===== src/rtl/rrts_pkg.sv =====
// Package: shared types for the time-sliced round-robin arbiter.
// Assumes nothing beyond IEEE 1800-2017 enumerations.
package rrts_pkg;

    // Decision taken for the current grantee each cycle
    typedef enum logic [1:0] {
        SL_IDLE   = 2'd0,   // no grant is currently held
        SL_HOLD   = 2'd1,   // grantee still requesting, slice not used up
        SL_EXPIRE = 2'd2,   // grantee still requesting, last slice cycle
        SL_DROP   = 2'd3    // grantee released its request mid-slice
    } slice_state_e;

endpackage


===== src/rtl/rrts_search.sv =====
// Module: rrts_search
// Combinational priority search. Starting at the one-hot start position, it
// walks downward (bit N-1 toward bit 0, wrapping) and returns the first
// requesting position as a one-hot vector.
// Assumes: start is one-hot; the loop has a fixed bound of N steps.
module rrts_search #(
    parameter int N = 4
) (
    input  logic [N-1:0] req,
    input  logic [N-1:0] start,
    output logic [N-1:0] win,
    output logic         found
);
    localparam int IDX_W = (N > 1) ? $clog2(N) : 1;
    localparam logic [IDX_W-1:0] IDX_LAST = IDX_W'(N - 1);

    logic [IDX_W-1:0] start_idx;

    // Convert the one-hot start position to an index
    always_comb begin
        start_idx = '0;
        for (int i = 0; i < N; i++) begin
            if (start[i]) start_idx = IDX_W'(i);
        end
    end

    // Walk N positions downward from start and stop at the first request
    always_comb begin
        logic [IDX_W-1:0] idx;
        win   = '0;
        found = 1'b0;
        idx   = start_idx;
        for (int k = 0; k < N; k++) begin
            if (!found && req[idx]) begin
                win[idx] = 1'b1;
                found    = 1'b1;
            end
            idx = (idx == '0) ? IDX_LAST : idx - 1'b1;
        end
    end

endmodule


===== src/rtl/rrts_slice.sv =====
// Module: rrts_slice
// Slice bookkeeping for the current grantee. It classifies the cycle (idle,
// hold, expire, drop) and keeps the slice counter that limits one grantee
// to 2**CNT_W consecutive cycles.
// Assumes: grant_q is the registered one-hot grant of the top module.
module rrts_slice
    import rrts_pkg::*;
#(
    parameter int N     = 4,
    parameter int CNT_W = 2
) (
    input  logic             clk,
    input  logic             rst_n,
    input  logic [N-1:0]     req,
    input  logic [N-1:0]     grant_q,
    output slice_state_e     state,
    output logic [CNT_W-1:0] cnt_q
);
    localparam logic [CNT_W-1:0] CNT_LAST = '1;

    logic have_grant;
    logic still_req;

    assign have_grant = |grant_q;
    assign still_req  = |(req & grant_q);

    // Classify what the current grantee does this cycle
    always_comb begin
        if (!have_grant)            state = SL_IDLE;
        else if (!still_req)        state = SL_DROP;
        else if (cnt_q == CNT_LAST) state = SL_EXPIRE;
        else                        state = SL_HOLD;
    end

    // Slice counter: count while holding, restart on any other decision
    always_ff @(posedge clk or negedge rst_n) begin
        if (!rst_n)                 cnt_q <= '0;
        else if (state == SL_HOLD)  cnt_q <= cnt_q + 1'b1;
        else                        cnt_q <= '0;
    end

    // a held slice advances the counter by exactly one
    a_r4_count_step: assert property (@(posedge clk) disable iff (!rst_n)
        (state == SL_HOLD) |=> (cnt_q == CNT_W'($past(cnt_q) + 1'b1)));

    // a dropped grantee leaves the counter cleared
    a_r6_drop_clears: assert property (@(posedge clk) disable iff (!rst_n)
        (state == SL_DROP) |=> (cnt_q == '0));

endmodule


===== src/rtl/slice_rr_arbiter.sv =====
// Module: slice_rr_arbiter
// Four-requester round-robin arbiter with time slices. A one-hot pointer
// rotates from bit N-1 toward bit 0. The grantee keeps its grant for up to
// 2**CNT_W cycles, and idle positions are skipped in a single cycle.
// Assumes: req is synchronous to clk; rst_n is asynchronous and active low.
module slice_rr_arbiter
    import rrts_pkg::*;
#(
    parameter int N     = 4,
    parameter int CNT_W = 2
) (
    input  logic         clk,
    input  logic         rst_n,
    input  logic [N-1:0] req,
    output logic [N-1:0] grant
);
    localparam logic [N-1:0] PTR_INIT = {1'b1, {(N-1){1'b0}}};

    logic [N-1:0]     ptr_q;
    logic [N-1:0]     grant_q;
    logic [N-1:0]     start_vec;
    logic [N-1:0]     win;
    logic             found;
    logic [N-1:0]     nxt_grant;
    logic [N-1:0]     nxt_ptr;
    logic [N-1:0]     after_grantee;
    slice_state_e     state;
    logic [CNT_W-1:0] cnt_q;

    rrts_slice #(.N(N), .CNT_W(CNT_W)) u_slice (
        .clk     (clk),
        .rst_n   (rst_n),
        .req     (req),
        .grant_q (grant_q),
        .state   (state),
        .cnt_q   (cnt_q)
    );

    // Position that follows the grantee in the downward rotating order
    assign after_grantee = {grant_q[0], grant_q[N-1:1]};

    // Choose where the search begins: after the grantee on expiry, else the pointer
    assign start_vec = (state == SL_EXPIRE) ? after_grantee : ptr_q;

    rrts_search #(.N(N)) u_search (
        .req   (req),
        .start (start_vec),
        .win   (win),
        .found (found)
    );

    // Next grant and pointer: keep while holding, otherwise take the search result
    always_comb begin
        if (state == SL_HOLD) begin
            nxt_grant = grant_q;
            nxt_ptr   = ptr_q;
        end else if (found) begin
            nxt_grant = win;
            nxt_ptr   = win;
        end else begin
            nxt_grant = '0;
            nxt_ptr   = ptr_q;
        end
    end

    // Register grant and pointer
    always_ff @(posedge clk or negedge rst_n) begin
        if (!rst_n) begin
            grant_q <= '0;
            ptr_q   <= PTR_INIT;
        end else begin
            grant_q <= nxt_grant;
            ptr_q   <= nxt_ptr;
        end
    end

    assign grant = grant_q;

    // never more than one grant
    a_r1_onehot: assert property (@(posedge clk) disable iff (!rst_n)
        $onehot0(grant_q));

    // a held grant matches a request seen at the loading edge
    a_r8_grant_requested: assert property (@(posedge clk) disable iff (!rst_n)
        (grant_q != '0) |-> ((grant_q & $past(req)) != '0));

    // the pointer sits on the current grantee
    a_r3_ptr_on_grantee: assert property (@(posedge clk) disable iff (!rst_n)
        (grant_q != '0) |-> (ptr_q == grant_q));

    // no requests means no grant and a still pointer
    a_r7_idle_keeps_ptr: assert property (@(posedge clk) disable iff (!rst_n)
        (req == '0) |=> ((grant_q == '0) && $stable(ptr_q)));

    // an expiring slice hands over when another requester waits
    a_r5_expire_hands_over: assert property (@(posedge clk) disable iff (!rst_n)
        ((state == SL_EXPIRE) && ((req & ~grant_q) != '0))
            |=> (grant_q != $past(grant_q)));

endmodule


===== config.mk =====
export PLATFORM = sky130hd
export DESIGN_NAME = slice_rr_arbiter
export DESIGN_NICKNAME = d
export VERILOG_FILES = /design/src/rtl/rrts_pkg.sv /design/src/rtl/rrts_search.sv /design/src/rtl/rrts_slice.sv /design/src/rtl/slice_rr_arbiter.sv
export SDC_FILE = /design/constraint.sdc
export NUM_CORES = 1
export LEC_CHECK = 0
export BUFFER_PORTS_ARGS = -buffer_cell sky130_fd_sc_hd__buf_2
export CORE_MARGIN = 8
export CORE_UTILIZATION = 60
export DETAILED_ROUTE_END_ITERATION = 10
export PLACE_DENSITY = 0.81
export REMOVE_ABC_BUFFERS = 1
export SYNTH_ARGS = -nofsm -noshare
export SYNTH_HDL_FRONTEND = slang
export SYNTH_SLANG_ARGS = --single-unit

===== constraint.sdc =====
create_clock -name clk -period 6.85 [get_ports clk]
set_clock_uncertainty 0.15 [all_clocks]
set_input_delay 1.37 -clock clk [delete_from_list [all_inputs] [get_ports clk]]
set_output_delay 1.37 -clock clk [all_outputs]
set_load 0.005 [all_outputs]

==> results.cfg, run 1 <==
[sta]
slew_headroom = 0.535
fin_crit_sh = 0.658
slew_viol_final = 0
min_period_ns = 4.51
finalSetupTns_ns = 0
setup_violations = 0
max_freq_mhz = 222
worst_slew_pin_slew_ns = 0.691
hold_viol_final = 0
rsz0062_at_grt = no

[drt]
drt_pre_antenna_iters = 4
drt_first_iter_violations = 22
wl_per_cell_um = 17.5
ant_nets = 0
remaining_drc_errors = 0
viasPerCell = 6.75
wirelength_mm = 2.13
dr_total_vias = 823

[clocking]
post_cts_buffers = 0
cts_hold_buf = 0
clock_sinks = 9
cts-htree-levels = 1
cts_buffer_depth = 2
cts_root_buf = clkbuf_4
clk_pin_slew_ns = 0.06
cts_tree = built
numCtsBuffers = 3
insertion_delay_ns = 0.26
cts_resized = 0

[yosys]
syn_area_um2 = 950
yosysUniqueCellTypes = 38
ys_ff_latch = 9
netlist_instances = 93
synth.yosys.seq_area_share = 0.238
synth_warnings = 0
syn_area_per_cell_um2 = 10.2

[die]
die_y_um = 55.8
fp.dieArea_um2 = 3110
rows = 14
initial_core_util = 0.638
core_area_um2 = 1490
ios = 10
fp.dieW_um = 55.8

[hold_path]
hold_depth = 1
holdCritPathClass = reg2reg

[worst_setup_path]
crit_family = compound AO/OA/AOI/OAI gates
crit_type = in2reg
critPathSlowestCell = a21oi_1
end_kind = flop
required_ns = 6.83
crit_path_max_fanout = 9
worst-path-stages = 11
max_stage_delay_ns = 0.55
path_cells = buf_2 -> a22oi_1 -> a21o_2 -> mux2i_2 -> ha_1 -> nand2b_1 -> a211o_2 -> a21oi_1 -> nor3_1 -> a32oi_1 -> o31ai_2
critical_path_arrival_ns = 4.49
path_buf_inv = 1
reg2regPathDepth = 10
start_kind = primary input

[final_layout]
nFillCells = 114
drive_above_1_share = 0.321
layout_common_cells = 9 x ha_1, 9 x buf_2, 8 x dfrtp_1
multiInputGateArea_um2 = 686
insertedDiodeCount = 0
area.sequential_um2 = 226
synthToLayoutAreaGrowth_pct = 9.62
fin_nets = 122

[global_routing]
grt_overflow_total = 0
grt_max_degree = 10
grt_pass1_wl_mm = 3.67
grt_pass1_vias = 783
antenna_found_initial = 0
grt_use_total = 0.138

[power]
peakVddDrop_v = 0.000335
p_leak_uw = 0.000423
total_power_uw = 639
power_density_nw_per_um2 = 614

[placement]
io_buffers = 9
routabilityCongestion = 0.952
dp_hpwl_mm = 1.69

[status]
status = finished clean

[flow_run]
drv_cap = 0
registers in the layout (all words and copies together) (netlist names):
name	flops
grant	4
ptr_q	3
u_slice.cnt_q	2
cell families after synthesis:
group / count (synthesis) / synth area share
simple gates: 19 / 0.124
flops: 9 / 0.238
compound gates: 45 / 0.427
mux: 3 / 0.0527
fa+ha+maj: 9 / 0.119
buf+inv: 8 / 0.0395
metrics by stage:
stage               setup slack [ns]  cell area, um2  utilization  hold WS (ns)  std cells
global route                    2.07            1040        0.699         0.297        122
detailed placement              2.12            1010        0.682         0.275        118
global placement                2.10            1010        0.682         0.270        118
floorplan                       2.63             950            -         0.259         93
CTS                             2.36            1040        0.699         0.284        122
finish                          2.34            1040        0.699         0.281        122
routing by layer:
layer | vias to the layer above | wire, um | GRT usage
met3 | 2 | 151 | 0.0434
met5 | - | 0 | 0
met4 | 0 | 16 | 0.0317
met1 | 401 | 985 | 0.173
met2 | 26 | 978 | 0.221
li1 | 394 | - | -
Yosys cell counts:
master,n,area [um2]
a211o_1,1,8.76
inv_1,7,26.3
o21ai_0,2,10.0
and2b_4,1,10.0
dfstp_2,1,26.3
and2_1,2,12.5
inv_8,1,11.3
a22oi_1,1,7.51
a32oi_1,7,61.3
dfrtp_1,8,200
and2b_1,1,7.51
a2111o_1,1,11.3
ha_1,9,113
a21oi_1,3,15.0
a221oi_2,4,60.1
o21a_4,1,15.0
nand2_1,1,3.75
o31ai_2,1,12.5
o21a_1,4,30.0
a31o_2,3,26.3
o22ai_1,2,12.5
or2_2,1,6.26
a21o_2,1,8.76
nor2b_1,2,12.5
nor3b_1,4,30.0
nand2b_1,1,6.26
o211ai_4,2,42.5
mux2i_4,1,22.5
nor3_1,1,5.00
mux2i_2,2,27.5
o211ai_1,2,15.0
nor2_1,4,15.0
a21o_1,1,7.51
a21oi_2,1,8.76
o21ai_1,6,30.0
a211o_2,1,10.0
a22oi_2,1,12.5
and3b_1,1,8.76
report_power, final:
part           switching, uW  total (uW)  internal [uW]
clock                   17.0        39.3           22.3
sequential              25.5         108           82.5
combinational            282         492            210
cell type report:
cell class                 instances  share of cell area
tap                               16              0.0192
clock buffer                       4              0.0252
multi-input combinational         76               0.659
timing repair buffer               9              0.0433
inverter                           8              0.0361
sequential                         9               0.218
final timing paths:
path	startpoint	to	slack, ns
max	req[3]	grant[0]	2.34
min	u_slice.cnt_q[0]	u_slice.cnt_q[0]	0.28
max reg2reg	grant[3]	grant[0]	3.15
min reg2reg	u_slice.cnt_q[0]	u_slice.cnt_q[0]	0.28
max in group asynchronous	rst_n	ptr_q[3]	5.52
min in group asynchronous	rst_n	grant[3]	0.79
(Power assumes the default switching activity.)
==> run 2: changes to the inputs <==
- ABC_AREA: not set -> 1
- CORE_UTILIZATION: 60 -> 52
- PLACE_DENSITY: 0.81 -> 0.75
- clock period: 6.85 -> 3.8 ns (I/O delays scaled with it)
==> run 2 against run 1 <==
Net effect:
- hold slack worse by 0.11 ns
- final area is 3.7% higher
- non-clock buffer count stayed put
- utilization is 8.1 points lower
- synthesized cell count is 54% higher
- cell count is 48% higher
- sequential power is 49% higher
- area after synthesis is 2.9% higher
- global-route usage is 0.20 points lower
- power is 53% higher
- critical endpoint is now grant[1]
- highest routed layer unchanged
==> results.cfg, run 2 <==
[clocking]
post_cts_buffers = 0
clock_sinks = 9
insertion_delay_ns = 0.27
cts_root_buf = clkbuf_4
cts-htree-levels = 1
numCtsBuffers = 3
clk_pin_slew_ns = 0.07
cts_tree = built
cts_resized = 0
cts_hold_buf = 0
cts_buffer_depth = 2

[sta]
slew_headroom = 0.807
slew_viol_final = 0
fin_crit_sh = 0.708
finalSetupTns_ns = 0
max_freq_mhz = 372
hold_viol_final = 0
rsz0062_at_grt = no
holdWs_ns = 0.170
worst_slew_pin_slew_ns = 0.288
setup_violations = 0
min_period_ns = 2.69

[yosys]
synth.largest_area_cell = dfrtp_1
synth.yosys.seq_area_share = 0.232
async_flop_share = 1.00
ys_ff_latch = 9
synth_common_cells = 48 x nand2_1, 20 x nand3_1, 15 x inv_1
netlist_instances = 143
syn_area_per_cell_um2 = 6.83
synth_warnings = 0
yosys-top-cells-area = dfrtp_1 20%, nand2_1 18%, ha_1 12%
synth_edf_count = 0
netlist.area_leader.share = 0.205
syn_area_um2 = 977
post-synth-top-count-cell = nand2_1
synth-main-ff-cell = dfrtp_1
yosysUniqueCellTypes = 18

[worst_setup_path]
max_stage_delay_ns = 0.39
path_buf_inv = 4
crit_top_cell = nand2_1
crit_path_max_fanout = 9
start_kind = primary input
critPathSlowestCell = ha_1
crit_family = simple AND/OR/NAND/NOR gates
path_cells = buf_2 -> nand2_1 -> nand2_1 -> inv_1 -> nand2_4 -> nand3_1 -> nand2_2 -> inv_4 -> nand2_2 -> ha_1 -> inv_1 -> nand3_2 -> nand2_4 -> nand3_1 -> nand2_1 -> nor2_1 -> nand2_1 -> nand2_1 -> nand2_1
end_kind = flop
crit_type = in2reg
required_ns = 3.80
critical_path_arrival_ns = 2.69

[die]
die_y_um = 59.4
core_area_um2 = 1750
rows = 15
ios = 10
fp.dieArea_um2 = 3520
initial_core_util = 0.560
fp.dieW_um = 59.4

[final_layout]
largest_register_ffs = 4
nFillCells = 181
insertedDiodeCount = 0
drive_above_1_share = 0.244
layout_common_cells = 48 x nand2_1, 20 x nand3_1, 15 x inv_1
final_common_cell = nand2_1
synthToLayoutAreaGrowth_pct = 10.5
fin_nets = 172

[flow_run]
drv_cap = 0

[placement]
io_buffers = 9
dp_hpwl_mm = 1.65
routabilityCongestion = 0.860

[global_routing]
antenna_found_initial = 0
grt_pass1_vias = 879
grt_max_degree = 13
grt_overflow_total = 0
grt_use_total = 0.136
grt_pass1_wl_mm = 3.80

[power]
p_sw_frac = 0.573
clkPwrFrac = 0.079
combPwrFrac = 0.756
peakVddDrop_v = 0.000500
seqPwrFrac = 0.165
p_leak_uw = 0.000628
power_density_nw_per_um2 = 906
power.switching_uw = 560
internal-power_uw = 418

[drt]
wl_per_cell_um = 11.5
wirelength_mm = 2.09
remaining_drc_errors = 0
drt_pre_antenna_iters = 4
dr_total_vias = 902
ant_nets = 0
drt_first_iter_violations = 26
viasPerCell = 4.98

[status]
status = finished clean

[hold_path]
holdCritPathClass = in2async
-- run 2: cell count changes after synthesis, sizes merged, moves of 5 or more --
cell and delta:
a32oi -7, inv +11, nand2 +61, nand3 +25, nor2 +8, o21a -5
o21ai -6
-- run 2: logic make-up after synthesis --
kind of cell    after synthesis  share of synthesized area
compound gates                2                     0.0141
simple gates                104                      0.563
fa+ha+maj                     9                      0.115
buf+inv                      19                     0.0755
flops                         9                      0.232
-- run 2: metal layers --
layer	GRT usage	up-vias	wire, um
met5	0	-	0
li1	-	475	-
met4	0.0614	0	18
met2	0.213	23	940
met1	0.168	400	1030
met3	0.0347	4	94
-- run 2: path summary, 6_finish.rpt --
kind / slack [ns] / cells after the start / end / start
max: 1.11 / 19 / grant[1] / req[2]
min: 0.17 / 1 / ptr_q[1] / rst_n
max reg2reg: 1.26 / 16 / grant[1] / u_slice.cnt_q[0]
min reg2reg: 0.28 / 1 / u_slice.cnt_q[0] / u_slice.cnt_q[0]
max in group asynchronous: 3.09 / 1 / ptr_q[3] / rst_n
min in group clk: 0.28 / 1 / u_slice.cnt_q[0] / u_slice.cnt_q[0]
-- run 2: power by group through the flow --
stage / clock (uW) / sequential (uW) / combinational, uW
CTS: 79.1 / 160 / 740
global placement: 0 / 161 / 720
floorplan: 0 / 156 / 600
detailed placement: 0 / 162 / 735
finish: 77.7 / 161 / 739
global route: 84.0 / 166 / 838
-- run 2: cell type report --
| class | count | area (um2) | share of cell area |
|---|---|---|---|
| inverter | 19 | 73.8 | 0.0684 |
| clock buffer | 4 | 26.3 | 0.0243 |
| multi-input combinational | 115 | 677 | 0.627 |
| tap | 25 | 31.3 | 0.0290 |
| sequential | 9 | 226 | 0.210 |
| timing repair buffer | 9 | 45.0 | 0.0417 |
-- run 2: metrics by stage --
stage | std cells | setup slack (ns) | power, uW | utilization | cell area, um2
6_report | 181 | 1.11 | 978 | 0.619 | 1080
5_1_grt | 181 | 0.884 | 1090 | 0.619 | 1080
4_1_cts | 181 | 1.12 | 980 | 0.619 | 1080
3_5_place_dp | 177 | 0.855 | 897 | 0.604 | 1050
3_3_place_gp | 177 | 0.889 | 881 | 0.604 | 1050
2_1_floorplan | 143 | 1.20 | 757 | - | 977
